`config.mk`:
```
export PLATFORM = sky130hd
export DESIGN_NAME = cal_seq
export DESIGN_NICKNAME = d
export VERILOG_FILES = /design/src/rtl/cal_seq_pkg.sv /design/src/rtl/cal_pri_enc.sv /design/src/rtl/cal_step_timer.sv /design/src/rtl/cal_seq.sv
export SDC_FILE = /design/constraint.sdc
export NUM_CORES = 1
export LEC_CHECK = 0
export ABC_AREA = 1
export BUFFER_PORTS_ARGS = -buffer_cell sky130_fd_sc_hd__buf_4
export CAP_MARGIN = 5
export CORE_ASPECT_RATIO = 1.75
export CORE_UTILIZATION = 45
export DETAILED_ROUTE_END_ITERATION = 8
export PLACE_DENSITY_LB_ADDON = 0.08
export SYNTH_ARGS = -nofsm -noshare
export SYNTH_HDL_FRONTEND = slang
export SYNTH_SLANG_ARGS = --single-unit
```
`constraint.sdc`:
```
create_clock -name clk -period 5.05 [get_ports clk]
set_input_delay 0.7575 -clock clk [delete_from_list [all_inputs] [get_ports clk]]
set_output_delay 0.7575 -clock clk [all_outputs]
set_load 0.05 [all_outputs]
```
`src/rtl/cal_seq_pkg.sv`:
```
package cal_seq_pkg;

  localparam int NSTEP = 14;
  localparam int IDXW  = 4;

  typedef enum logic [1:0] {S_IDLE, S_PICK, S_RUN} seq_state_t;

  // The two highest step slots are fixed-duration leakage steps.
  function automatic logic is_leak(input logic [IDXW-1:0] idx);
    return (idx == IDXW'(NSTEP - 1)) || (idx == IDXW'(NSTEP - 2));
  endfunction

  // A start write must carry bit 7 and keep the reserved bit 6 clear.
  function automatic logic start_word(input logic [7:0] d);
    return d[7] && !d[6];
  endfunction

endpackage

```
`src/rtl/cal_pri_enc.sv`:
```
module cal_pri_enc #(
  parameter int W  = 14,
  parameter int IW = $clog2(W)
) (
  input  logic [W-1:0]  req,
  output logic          found,
  output logic [IW-1:0] idx
);
  always_comb begin
    idx = '0;
    for (int i = 0; i < W; i++) begin
      if (req[i]) idx = IW'(i);
    end
  end

  assign found = |req;
endmodule

```
`src/rtl/cal_step_timer.sv`:
```
module cal_step_timer #(
  parameter int CW = 24
) (
  input  logic          clk,
  input  logic          rst_n,
  input  logic          restart,
  input  logic [CW-1:0] limit,
  output logic          expired
);
  logic [CW-1:0] cnt_q;

  assign expired = (cnt_q == limit - CW'(1));

  always_ff @(posedge clk or negedge rst_n) begin
    if (!rst_n)        cnt_q <= '0;
    else if (restart)  cnt_q <= '0;
    else if (!expired) cnt_q <= cnt_q + CW'(1);
  end
endmodule

```
`src/rtl/cal_seq.sv`:
```
module cal_seq
  import cal_seq_pkg::*;
#(
  parameter int LEAK_CYC = 250_000,
  parameter int TMO_CYC  = 10_000_000
) (
  input  logic              clk,
  input  logic              rst_n,
  input  logic              wr_en,
  input  logic [1:0]        wr_addr,
  input  logic [7:0]        wr_data,
  input  logic [1:0]        rd_addr,
  output logic [7:0]        rd_data,
  output logic [NSTEP-1:0]  step_en,
  input  logic              step_done,
  input  logic              step_err,
  input  logic              off_hook,
  output logic              seq_done,
  output logic              irq
);
  localparam int MAXC = (LEAK_CYC > TMO_CYC) ? LEAK_CYC : TMO_CYC;
  localparam int CW   = $clog2(MAXC + 1);

  seq_state_t      state_q;
  logic [7:0]      ctl_a_q, ctl_b_q;
  logic [IDXW-1:0] cur_q;
  logic            err_q, irq_en_q, seq_done_q;

  logic [NSTEP-1:0] req;
  logic             found;
  logic [IDXW-1:0]  pick_idx;
  logic             expired, leak_step, busy, running;
  logic [CW-1:0]    limit;
  logic             evt_timeout, evt_hook, evt_abort, evt_fin;
  logic             idle_wr_a, idle_wr_b, start_ok, clr_stat;

  assign req      = {ctl_a_q[5:0], ctl_b_q};
  assign busy     = (state_q != S_IDLE);
  assign running  = (state_q == S_RUN);

  cal_pri_enc #(.W(NSTEP), .IW(IDXW)) u_enc (
    .req(req), .found(found), .idx(pick_idx)
  );

  assign leak_step = is_leak(cur_q);
  assign limit     = leak_step ? CW'(LEAK_CYC) : CW'(TMO_CYC);

  cal_step_timer #(.CW(CW)) u_tmr (
    .clk(clk), .rst_n(rst_n), .restart(!running), .limit(limit), .expired(expired)
  );

  // Named events for the checker.
  assign evt_timeout = running && !leak_step && expired && !step_done;
  assign evt_hook    = running && (cur_q == '0) && off_hook;
  assign evt_abort   = running && (step_err || evt_hook || evt_timeout);
  assign evt_fin     = running && !evt_abort && (leak_step ? expired : step_done);

  assign idle_wr_a = wr_en && (wr_addr == 2'd0) && !busy;
  assign idle_wr_b = wr_en && (wr_addr == 2'd1) && !busy;
  assign start_ok  = idle_wr_a && start_word(wr_data);
  assign clr_stat  = wr_en && (wr_addr == 2'd2) && wr_data[7];

  genvar g;
  generate
    for (g = 0; g < NSTEP; g++) begin : g_en
      assign step_en[g] = running && (cur_q == IDXW'(g));
    end
  endgenerate

  always_ff @(posedge clk or negedge rst_n) begin
    if (!rst_n) begin
      state_q    <= S_IDLE;
      ctl_a_q    <= '0;
      ctl_b_q    <= '0;
      cur_q      <= '0;
      seq_done_q <= 1'b0;
    end else begin
      seq_done_q <= 1'b0;
      case (state_q)
        S_IDLE: begin
          if (idle_wr_b) ctl_b_q <= wr_data;
          if (start_ok) begin
            ctl_a_q <= {1'b1, 1'b0, wr_data[5:0]};
            state_q <= S_PICK;
          end
        end
        S_PICK: begin
          if (found) begin
            cur_q   <= pick_idx;
            state_q <= S_RUN;
          end else begin
            ctl_a_q[7] <= 1'b0;
            seq_done_q <= 1'b1;
            state_q    <= S_IDLE;
          end
        end
        S_RUN: begin
          if (evt_abort) begin
            ctl_a_q <= '0;
            ctl_b_q <= '0;
            state_q <= S_IDLE;
          end else if (evt_fin) begin
            if (cur_q[3]) ctl_a_q[cur_q[2:0]] <= 1'b0;
            else          ctl_b_q[cur_q[2:0]] <= 1'b0;
            state_q <= S_PICK;
          end
        end
        default: state_q <= S_IDLE;
      endcase
    end
  end

  always_ff @(posedge clk or negedge rst_n) begin
    if (!rst_n) begin
      err_q    <= 1'b0;
      irq_en_q <= 1'b0;
    end else begin
      if (evt_abort)     err_q <= 1'b1;
      else if (clr_stat) err_q <= 1'b0;
      if (wr_en && (wr_addr == 2'd3)) irq_en_q <= wr_data[7];
    end
  end

  always_comb begin
    case (rd_addr)
      2'd0:    rd_data = ctl_a_q;
      2'd1:    rd_data = ctl_b_q;
      2'd2:    rd_data = {err_q, 7'b0};
      default: rd_data = {irq_en_q, 7'b0};
    endcase
  end

  assign seq_done = seq_done_q;
  assign irq      = err_q && irq_en_q;
endmodule

```
==> results by group, run 1 <==
Timing
  • Setup violators final: 0
  • Worst slew margin: 57.3%
  • Period utilisation layout: a little under three fifths
  • Setup TNS: 0 ns
  • Fmax: about 0.35 GHz
  • Post-route worst setup slack: ~2.2 ns
  • Post-Route Skew: 0.00458 ns
  • Fin. Hold Viols: 0
  • RSZ-0062 raised after global routing: no
  • Min Clock Period, post-route: approximately 2.8 ns
  • Slew @ Worst Pin: 0.641 ns
  • Slew Viols, Final: 0

Logic synthesis
  • Sequential element share of the synthesized area: a little over a third
  • Synth top area share: about 37%
  • Most frequently used flop master after synthesis: dfrtp_1
  • Largest cells by area after synthesis: dfrtp_1 (37%), nand2_1 (15%), nor2_1 (8.6%)
  • Syn Inst Count: 500
  • Adder-Cell Fraction of Synth Area: less than 1%
  • Distinct cell type count after synthesis: 39
  • Synth Area in Simple Gates: 38.9%
  • Synth Net Count: 519
  • Post-synthesis async set-or-reset flop share: 100%
  • Most numerous cell in the Yosys netlist: nand2_1
  • Synth Register Bits: between 40 and 50
  • Post-synth EDFFs: 0
  • Mux contribution to synthesized area: less than 1%
  • Compound-gate portion of the synthesized area: about an eighth
  • Top cells by count, synth: nand2_1 (133), nor2_1 (77), inv_1 (53)
  • Largest family of logic cells by synthesized area: simple AND/OR/NAND/NOR gates
  • Syn. warnings: 0
  • Biggest area consumer among synthesized cells: dfrtp_1
  • Syn_area_per_cell: approximately 6.7 sq um
  • Post-Synthesis Cell Area: between 0.003 and 0.004 sq mm
  • Xor/xnor cell area share of the yosys netlist: under 10%

Worst setup path
  • Crit Reg-Reg Endpoint: ctl_b_q[5]$_DFFE_PN0P_
  • FF-to-FF path depth: 10
  • CP startpoint kind: flop
  • CP Data Required Time: approximately 4.3 ns
  • Crit path from: state_q[0]$_DFFE_PN0P_
  • CP endpoint kind: output pin
  • Data arrival time of the worst path: slightly above 2 ns
  • Crit-path max FO: 21
  • FF-to-FF setup slack: about 2.3 ns
  • Critical path class: reg -> out
  • FF-to-FF Start: state_q[0]$_DFFE_PN0P_

Floorplanning
  • Number of I/O pins: 42
  • Die ar.: between 0.007 and 0.008 sq mm
  • Total core area: about 0.0072 sq mm
  • # rows: between 40 and 50
  • Initial Util: about 46%
  • Die height: 116 microns
  • Die span in x: around 67 microns

Run status
  • Status: complete, no violations

Cells and area
  • Layout cells sized above 1: between 10% and 20%
  • Final #Nets: ~560
  • Register area: 0.00123 sq mm
  • Area of the multi-input gates: 0.00184 sq mm
  • Post-layout util: 54.3%
  • Design Area, Final: about 0.0039 sq mm
  • Area Growth Syn to Fin: 17.0%
  • Fill cell count: 735
  • Ant diodes: 0

Global route
  • Vias in the first global route: approximately 3500
  • Initial antenna violation count: 0
  • First-pass GRT wire length: ~18000 microns
  • Total GRT Usage: between 30% and 40%
  • Remaining Overflow, GRT: 0
  • Largest net degree at the start of global routing: 50

Pwr
  • Int Power: 1.04 mW
  • Leak Pwr: 1.86 nW
  • Pwr Total: 1.99 mW
  • Clock share of power: between 20% and 30%
  • Comb pwr share: a little under half
  • Psw: 0.947 mW
  • P per Cell Area: a little over 500 mW/mm^2
  • Reg power frac: around 31%
  • Maximum vdd drop: 340 uV
  • Sw frac: 47.6%

CTS
  • Clock-pin slew on the worst setup and hold paths: ~0.07 ns
  • Clk buf depth: 2
  • CTS tree: done
  • CTS root buf: clkbuf_16
  • # hold bufs at CTS: 0
  • CTS Buf Count: 5
  • Worst skew pair latency: approximately 0.3 ns
  • CTS H-tree depth: 2
  • Clock sink count: 49
  • Setup bufs post-CTS: 0
  • Post_cts resized: 0

Place
  • HPWL after DPL: 8590 microns
  • Port Buf Inserts: 41
  • Place WS: approximately 2.4 ns
  • DP Area: around 0.0037 sq mm
  • Final Wtd Congestion: roughly 0.99

Detailed routing
  • 1st-iter DRT viols: around 270
  • Pre-antenna DRT Iters: 5
  • Via density per instance: 5.70
  • Post-Route WL: between 10000 and 15000 microns
  • DRT antenna net count: 0
  • Drt wl/cell: about 18 microns
  • DRC Markers: 0
  • DR vias: 3573

Run
  • Max-cap viol count: 0

Hold path
  • Tightest Hold Check Type: in -> async
==> power groups by stage <==
| stage | logic [mW] | clock network (mW) | registers [mW] |
|---|---|---|---|
| 2_1_floorplan | 0.692 | 0 | 0.568 |
| 3_3_place_gp | 0.929 | 0 | 0.607 |
| 3_5_place_dp | 0.936 | 0 | 0.609 |
| 4_1_cts | 0.940 | 0.445 | 0.603 |
| 5_1_grt | 1.06 | 0.461 | 0.615 |
| 6_report | 0.944 | 0.438 | 0.606 |
==> metal layers <==
layer  up-vias  global-route usage (%)  routed length, microns
li1       1724                       -                       -
met2       130                    59.1                    6250
met4         0                    20.3                     664
met5         -                       0                       0
met3        41                    4.39                     448
met1      1678                    29.6                    3830
==> cell usage in the layout (no fill, tap or decap), types with 2 or more instances in the layout <==
master,netlist,layout
nor2_1,77,77
a21oi_1,16,16
nor3_1,16,16
nand3_2,4,4
a211oi_1,6,6
o22ai_1,6,6
bufinv_16,0,2
o21ai_0,19,19
nor2_2,3,3
inv_2,10,10
clkbuf_16,0,5
clkinv_1,2,2
o21ai_1,4,4
inv_1,53,53
nor2_4,2,2
dfrtp_1,49,49
buf_4,0,43
xor2_1,11,11
a31oi_1,3,3
nand2_2,2,2
nand4_1,21,21
xnor2_1,2,2
o31ai_1,3,3
o41ai_1,2,2
nand3_1,27,27
nand2_1,133,133
nor4_1,8,8
==> cell families after synthesis <==
group,Yosys count
adder cells (fa/ha/maj),1
buffers and inverters,75
flip-flops,49
AO/OA/AOI/OAI,64
AND/OR/NAND/NOR,297
XOR/XNOR,13
multiplexers,1
==> per-stage QoR <==
step | cells | hold WS, ns
2_1_floorplan | 500 | 0.442
3_3_place_gp | 619 | 0.463
3_5_place_dp | 619 | 0.475
4_1_cts | 627 | 0.491
5_1_grt | 627 | 0.511
6_report | 627 | 0.479
==> worst max-delay path: stages (launching register included) <==
cell and delay (ns):
dfrtp_1 0.42, inv_2 0.12, nand2_1 0.30, buf_4 0.34, nor4_1 0.31, buf_4 0.26
==> cell type report <==
type,count,area share (%)
tap,86,2.74
clock inverter,3,1.66
sequential,49,31.2
clock buffer,5,3.19
inverter,65,6.21
timing repair buffer,43,8.22
multi-input combinational,376,46.8
==> how the worst max path moves through the flow <==
| stage | endpoint | depth (start not counted) |
|---|---|---|
| floorplan | step_en[10] | 5 |
| global placement | ctl_b_q[2]$_DFFE_PN0P_ | 10 |
| detailed placement | ctl_b_q[0]$_DFFE_PN0P_ | 10 |
| CTS | step_en[10] | 5 |
| global route | ctl_b_q[1]$_DFFE_PN0P_ | 11 |
| finish | step_en[10] | 5 |
==> registers in the layout (all words and copies together), names as in the netlist <==
name	flops
ctl_b_q	8
seq_done	1
err_q	1
state_q	2
ctl_a_q	8
irq_en_q	1
u_tmr.cnt_q	24
cur_q	4
(Power assumes the default switching activity.)
==> run 2: changes to the inputs <==
Settings changed: ABC_AREA 1 to 0.
Clock period 5.05 ns to 2.37 ns, I/O delays scaled along.
==> results by group, run 2 <==
Run status
  • Status: complete, no violations

Logic synthesis
  • Most frequently used flop master after synthesis: dfrtp_1
  • Post-Synthesis Cell Area: 0.00298 sq mm (-11%)
  • Syn Inst Count: 357 (-29%)
  • Largest cells by area after synthesis: dfrtp_1 (41%), nor2_1 (6.2%), xnor2_1 (5.9%)
  • Synth Area in Simple Gates: 32.5% (-6.4 points)
  • Sequential element share of the synthesized area: 41.1% (+4.6 points)
  • Largest family of logic cells by synthesized area: simple AND/OR/NAND/NOR gates
  • Xor/xnor cell area share of the yosys netlist: 6.17% (+2.8 points)
  • Top cells by count, synth: dfrtp_1 (49), nor2_1 (49), nand2_1 (42)
  • Syn_area_per_cell: 8.35 sq um (+24%)
  • Adder-Cell Fraction of Synth Area: 0.420% (+0.047 points)
  • Post-synthesis async set-or-reset flop share: 100% (unchanged)
  • Biggest area consumer among synthesized cells: dfrtp_1
  • Syn. warnings: 0 (unchanged)
  • Mux contribution to synthesized area: 3.82% (+3.5 points)
  • Compound-gate portion of the synthesized area: 11.3% (-0.41 points)
  • Synth Net Count: 376 (-28%)
  • Post-synth EDFFs: 0 (unchanged)
  • Synth Register Bits: 49 (unchanged)
  • Synth top area share: 41.1% (+4.6 points)
  • Distinct cell type count after synthesis: 52 (+33%)

Worst setup path
  • FF-to-FF path depth: 6 (-4)
  • CP startpoint kind: flop
  • Worst Path Buf+Inv: 0 (-3)
  • Data arrival time of the worst path: 2.49 ns (+0.42 ns)
  • FF-to-FF setup slack: 0.09 ns (-2.23 ns)
  • FF-to-FF Start: ctl_a_q[0]$_DFFE_PN0P_
  • CP Data Required Time: 2.58 ns (-1.71 ns)
  • Crit Reg-Reg Endpoint: ctl_a_q[7]$_DFFE_PN0P_
  • Cells along the critical path: or4_1, or3_1, nand4b_4, nor3b_4, o21ai_1, o32a_1
  • CP endpoint kind: flop
  • Crit-path slowest cell: or4_1
  • Largest delay share family, worst path: simple AND/OR/NAND/NOR gates
  • Crit-path max FO: 4 (-81%)
  • Crit path depth: 6 (+1)
  • Slowest Stage Delay on Critical Path: 0.55 ns (+0.13 ns)
  • Critical path class: reg -> reg

Pwr
  • Psw: 1.49 mW (+58%)
  • Sw frac: 43.7% (-4.0 points)
  • Clock share of power: 18.6% (-3.4 points)
  • Maximum vdd drop: 543 uV (+60%)
  • Reg power frac: 36.5% (+6.0 points)
  • P per Cell Area: 943 mW/mm^2 (+86%)
  • Leak Pwr: 1.54 nW (-17%)
  • Int Power: 1.93 mW (+85%)
  • Comb pwr share: 44.9% (-2.6 points)

Global route
  • Vias in the first global route: 2744 (-22%)
  • Total GRT Usage: 25.0% (-6.1 points)
  • Initial antenna violation count: 0 (unchanged)
  • Largest net degree at the start of global routing: 50 (unchanged)
  • First-pass GRT wire length: 13000 microns (-26%)
  • Remaining Overflow, GRT: 0 (unchanged)

Run
  • Max-cap viol count: 0 (unchanged)

CTS
  • CTS tree: done
  • CTS H-tree depth: 2 (unchanged)
  • CTS root buf: clkbuf_8
  • Clk buf depth: 2 (unchanged)
  • Clock-pin slew on the worst setup and hold paths: 0.09 ns (+0.02 ns)
  • Clock sink count: 49 (unchanged)
  • CTS Buf Count: 5 (unchanged)
  • Worst skew pair latency: 0.32 ns (+0.02 ns)
  • # hold bufs at CTS: 0 (unchanged)

Cells and area
  • Layout cells sized above 1: 20.6% (+6.6 points)
  • Final #Nets: 430 (-23%)
  • Max FFs per register: 24 (unchanged)
  • Most flop-heavy register: u_tmr.cnt_q
  • Top Registers: u_tmr.cnt_q x24, ctl_a_q x8, ctl_b_q x8
  • Commonest non-fill, non-tap cell in the layout: buf_4
  • Post-layout util: 57.8% (+3.5 points)
  • Area Growth Syn to Fin: 21.7%
  • Ant diodes: 0 (unchanged)
  • Commonest cells after routing, fill and taps aside: buf_4 (65), nor2_1 (49), dfrtp_1 (49), nand2_1 (41), nor3_1 (26)

Detailed routing
  • 1st-iter DRT viols: 162 (-41%)
  • Via density per instance: 5.65 (-0.88%)
  • DRT antenna net count: 0 (unchanged)
  • Pre-antenna DRT Iters: 4 (-1)
  • Post-Route WL: 8210 microns (-27%)
  • Drt wl/cell: 16.7 microns (-6.5%)
  • DRC Markers: 0 (unchanged)
  • DR vias: 2779 (-22%)

Place
  • Final Wtd Congestion: 0.890 (-9.9%)
  • Port Buf Inserts: 41 (unchanged)
  • HPWL after DPL: 6270 microns (-27%)

Timing
  • Slew @ Worst Pin: 0.638 ns (-0.00256 ns)
  • RSZ-0062 raised after global routing: no
  • Period utilisation layout: 96.1%
  • Slew Viols, Final: 0 (unchanged)
  • Worst slew margin: 57.5% (+0.17 points)
  • Setup violators final: 0 (unchanged)
  • Fmax: between 0.4 and 0.5 GHz
  • Fin Hold WS: 0.0394 ns (-0.440 ns)
  • Fin. Hold Viols: 0 (unchanged)
  • Post-Route Skew: 0.00902 ns (+0.00444 ns)
  • Min Clock Period, post-route: between 2 and 2.5 ns

Hold path
  • Tightest Hold Check Type: in -> async

Floorplanning
  • Initial Util: 47.5% (+1.1 points)
  • Number of I/O pins: 42 (unchanged)
  • Die ar.: 0.00697 sq mm (-11%)
  • Die span in x: 63.5 microns (-5.6%)
  • Die height: 110 microns (-5.7%)
  • # rows: 38 (-7.3%)
  • Total core area: 0.00628 sq mm (-13%)
-- run 2: changes by cell type in the layout (fill, tap and decap cells not counted), moves of 18 or more --
cell     delta
inv_1      -38
nand4_1    -18
nand2_1    -92
xnor2_1    +18
buf_4      +22
nor2_1     -28
-- run 2: layer usage --
| metal | up-vias | GRT usage, % | part of all wire, % |
|---|---|---|---|
| li1 | 1355 | - | - |
| met1 | 1322 | 23.2 | 35 |
| met2 | 85 | 49.7 | 57 |
| met3 | 17 | 4.67 | 3.7 |
| met4 | 0 | 13.8 | 3.7 |
| met5 | - | 0 | 0 |
-- run 2: cell families after synthesis --
kind of cell / Yosys count
AO/OA/AOI/OAI: 55
XOR/XNOR: 21
adder cells (fa/ha/maj): 1
buffers and inverters: 33
flip-flops: 49
multiplexers: 10
AND/OR/NAND/NOR: 188
-- run 2: area by class of cell --
class,count,area [sq um]
inverters,15,56.3
flip-flops and latches,49,1230
clock inverters,1,30.0
fillers,628,2650
clock buffers,7,86.3
well taps,80,100
multi-input cells,275,1640
repair buffers,65,488
-- run 2: repair_timing --
| action | 4_1_cts | 5_1_grt |
|---|---|---|
| endpoints found under the setup margin | 0 | 15 |
| resized for setup | 0 | 5 |
| buffers inserted | 0 | 1 |
-- run 2: stage by stage --
stage	worst slack, ns	instance area, sq um	instances	total power, mW	setup TNS (ns)
6_report	0.0920	3630	492	3.42	0
5_1_grt	0.00328	3630	492	3.62	0
2_1_floorplan	-0.113	2990	357	2.24	-0.339
3_5_place_dp	0.0556	3490	483	2.78	0
3_3_place_gp	0.0669	3490	483	2.77	0
4_1_cts	0.0277	3600	491	3.42	0
-- run 2: how the worst max path moves through the flow --
stage                                       from                     end  slack, ns
after floorplan           state_q[0]$_DFFE_PN0P_             step_en[12]      -0.11
after global placement    ctl_a_q[0]$_DFFE_PN0P_  ctl_a_q[7]$_DFFE_PN0P_       0.07
after detailed placement  ctl_a_q[0]$_DFFE_PN0P_  ctl_a_q[7]$_DFFE_PN0P_       0.06
after CTS                 ctl_a_q[0]$_DFFE_PN0P_  ctl_a_q[7]$_DFFE_PN0P_       0.03
after global routing      ctl_a_q[0]$_DFFE_PN0P_  ctl_a_q[7]$_DFFE_PN0P_      0.003
final                     ctl_a_q[0]$_DFFE_PN0P_  ctl_a_q[7]$_DFFE_PN0P_       0.09
-- run 2: power by group through the flow --
stage          sequential, mW  combinational [mW]  clock, mW
2_1_floorplan            1.18                1.06          0
3_3_place_gp             1.26                1.50          0
3_5_place_dp             1.27                1.52          0
4_1_cts                  1.25                1.52      0.654
5_1_grt                  1.27                1.67      0.676
6_report                 1.25                1.53      0.635
==> run 3: changes to the inputs <==
Settings changed: CTS_CLUSTER_SIZE set to 12, SYNTH_HIERARCHICAL set to 1.
==> results by group, run 3 <==
CTS
  • Worst skew pair latency: 0.29 ns (-0.03 ns)
  • CTS H-tree depth: 2 (unchanged)
  • Clock sink count: 49 (unchanged)
  • CTS Buf Count: 5 (unchanged)
  • CTS tree: done
  • Clock-pin slew on the worst setup and hold paths: 0.07 ns (-0.02 ns)
  • CTS root buf: clkbuf_16
  • Clk buf depth: 2 (unchanged)

Global route
  • Initial antenna violation count: 0 (unchanged)
  • Remaining Overflow, GRT: 0 (unchanged)
  • Total GRT Usage: 26.5% (+1.5 points)
  • Largest net degree at the start of global routing: 50 (unchanged)
  • Vias in the first global route: 4224 (+54%)
  • First-pass GRT wire length: 19600 microns (+51%)

Timing
  • RSZ-0062 raised after global routing: yes
  • Post-route worst setup slack: -1.21 ns (-1.31 ns)
  • Worst slew margin: 55.9% (-1.6 points)
  • Setup violators final: 43 (+43)
  • Slew Viols, Final: 0 (unchanged)
  • Min Clock Period, post-route: 3.58 ns (+1.31 ns)
  • Slew @ Worst Pin: 0.656 ns (+0.0177 ns)
  • Fmax: 0.279 GHz (-36%)
  • Period utilisation layout: 151% (+55 points)
  • Post-Route Skew: 0.00662 ns (-0.00239 ns)
  • Fin. Hold Viols: 0 (unchanged)

Detailed routing
  • 1st-iter DRT viols: 135 (-17%)
  • DR vias: 4166 (+50%)
  • Pre-antenna DRT Iters: 4 (unchanged)
  • Via density per instance: 5.47 (-3.2%)
  • DRC Markers: 0 (unchanged)
  • Post-Route WL: 12200 microns (+48%)
  • DRT antenna net count: 0 (unchanged)
  • Drt wl/cell: 16.0 microns (-4.2%)

Floorplanning
  • Initial Util: 46.3% (-1.2 points)
  • Number of I/O pins: 42 (unchanged)
  • Die height: 130 microns (+18%)
  • Total core area: 0.00904 sq mm (+44%)
  • # rows: 46 (+21%)
  • Die ar.: 0.00971 sq mm (+39%)
  • Die span in x: 74.9 microns (+18%)

Cells and area
  • Top Registers: u_tmr/cnt_q x24, ctl_a_q x8, ctl_b_q x8
  • Most flop-heavy register: u_tmr/cnt_q
  • Area Growth Syn to Fin: 37.3%
  • Final #Nets: 661 (+54%)
  • Max FFs per register: 24 (unchanged)
  • Layout cells sized above 1: 33.8% (+13 points)
  • Fill cell count: 805 (+28%)
  • Ant diodes: 0 (unchanged)
  • Design Area, Final: 0.00575 sq mm (+58%)
  • Commonest cells after routing, fill and taps aside: buf_4 (110), conb_1 (61), dfrtp_1 (49), nor2_1 (47)
  • Commonest non-fill, non-tap cell in the layout: buf_4

Logic synthesis
  • Syn. warnings: 6 (+6)
  • Sequential element share of the synthesized area: 29.3% (-12 points)
  • Syn Inst Count: 485 (+36%)
  • Most numerous cell in the Yosys netlist: dfrtp_1
  • Post-synth EDFFs: 0 (unchanged)
  • Top cells by count, synth: dfrtp_1 (49), nor2_1 (47), nand2_1 (23), nand3_1 (23), o31ai_1 (23)
  • Synth Register Bits: 49 (unchanged)
  • Syn_area_per_cell: 8.63 sq um (+3.4%)
  • Most frequently used flop master after synthesis: dfrtp_1
  • Distinct cell type count after synthesis: 74 (+42%)
  • Post-Synthesis Cell Area: 0.00419 sq mm (+40%)
  • Synth top area share: 29.3% (-12 points)
  • Post-synthesis async set-or-reset flop share: 100% (unchanged)
  • Biggest area consumer among synthesized cells: dfrtp_1
  • Largest cells by area after synthesis: dfrtp_1 (29%), nor2_1 (4.2%), o31ai_1 (4.1%)

Pwr
  • Leak Pwr: 2.32 nW (+50%)
  • P per Cell Area: 747 mW/mm^2 (-21%)
  • Maximum vdd drop: 602 uV (+11%)
  • Pwr Total: 4.29 mW (+26%)

Worst setup path
  • Data arrival time of the worst path: 3.76 ns (+1.27 ns)
  • FF-to-FF setup slack: -1.21 ns (-1.31 ns)
  • Crit-path slowest cell: or4_4
  • CP startpoint kind: flop
  • Crit-path max FO: 16 (+12)
  • Critical path class: reg -> reg
  • Slowest Stage Delay on Critical Path: 0.58 ns (+0.03 ns)
  • Cells along the critical path: nand3b_1, buf_6, xor2_2, o21a_1, a2111oi_4, buf_4, nand4b_1, or4_4, a2111oi_4, buf_4, inv_6, o32ai_4, buf_12, o31ai_1, a32o_1
  • CP Data Required Time: 2.55 ns (-0.03 ns)
  • CP endpoint kind: flop

Run
  • Max-cap viol count: 0 (unchanged)

Run status
  • Status: complete, but fails checks
  • Failing checks: setup timing

Place
  • DP Area: 0.00532 sq mm (+53%)
  • HPWL after DPL: 9390 microns (+50%)
  • Final Wtd Congestion: 0.876 (-1.6%)
  • Port Buf Inserts: 41 (unchanged)

Hold path
  • Tightest Hold Check Type: in -> async
## run 3: what timing repair did
item | CTS | global route
setup buffers | 3 | 2
gates cloned | 0 | 3
pin swaps | 1 | 3
hold buffers | 0 | 0
endpoints found under the setup margin | 43 | 44
gates resized for setup | 19 | 11
## run 3: area by class of cell
cell class	instances	area (sq um)	share of cell area [%]
Clock buffer	7	143	2.48
Clock inverter	1	30.0	0.523
Inverter	15	65.1	1.13
Multi-Input combinational cell	451	3150	54.8
Sequential cell	49	1230	21.3
Tap cell	120	150	2.61
Timing Repair Buffer	119	981	17.1
## run 3: cells by family (layout without fill, tap and decap cells)
kind of cell	count (synthesis)	after routing	share of synthesized area, %
other	2	61	0.179
muxes	19	19	5.08
adders and majority gates	2	2	0.598
xor gates and xnor gates	26	26	5.62
buffers and inverters	44	142	5.56
DFF	49	49	29.3
AOI/OAI and AO/OA	121	121	23.9
and+or+nand+nor	222	222	29.8
## run 3: metrics by stage
| step | TNS [ns] | setup WS (ns) | util [%] | cells | hold WS (ns) |
|---|---|---|---|---|---|
| after floorplan | -71.47 | -2.11 | - | 544 | 0.0599 |
| after global placement | -46.05 | -1.25 | 58.9 | 746 | 0.424 |
| after detailed placement | -49.95 | -1.33 | 58.9 | 746 | 0.427 |
| after CTS | -45.74 | -1.23 | 62.1 | 757 | 0.110 |
| after global routing | -52.66 | -1.40 | 63.6 | 762 | 0.145 |
| final | -44.95 | -1.21 | 63.6 | 762 | 0.0786 |
## run 3: routing by layer
layer  up-vias  share of wire, %  GRT usage (%)
li1       2062                 -              -
met1      1983                36           25.9
met2        90                58           52.4
met3        31               2.2           2.10
met4         0               4.1           13.9
met5         -                 0              0
## run 3: path summary, 6_finish.rpt
kind                                   startpoint                      to  depth (start not counted)
hold reg to reg            ctl_a_q[6]$_DFFE_PN0P_  ctl_a_q[6]$_DFFE_PN0P_                          1
setup reg to reg             cur_q[1]$_DFFE_PN0P_  ctl_b_q[7]$_DFFE_PN0P_                         15
setup / recovery             cur_q[1]$_DFFE_PN0P_  ctl_b_q[7]$_DFFE_PN0P_                         15
min in group clk                       wr_data[3]  ctl_b_q[3]$_DFFE_PN0P_                          2
max in group asynchronous                   rst_n       err_q$_DFFE_PN0P_                          1
hold / removal                              rst_n  ctl_a_q[2]$_DFFE_PN0P_                          1
## run 3: power by group
group | leakage [nW] | switching [mW] | total [mW] | internal [mW]
clock | 0.0841 | 0.320 | 0.848 | 0.528
sequential | 0.647 | 0.212 | 1.22 | 1.01
combinational | 1.58 | 1.26 | 2.23 | 0.967
total | 2.32 | 1.79 | 4.29 | 2.50
## run 3: critical path, delay by kind of cell (launching register included)
kind | cells | cell delay, ns
flip-flops | 1 | 0.37
XOR/XNOR | 1 | 0.14
AO/OA/AOI/OAI | 6 | 1.24
AND/OR/NAND/NOR | 3 | 0.95
buffers and inverters | 5 | 0.76
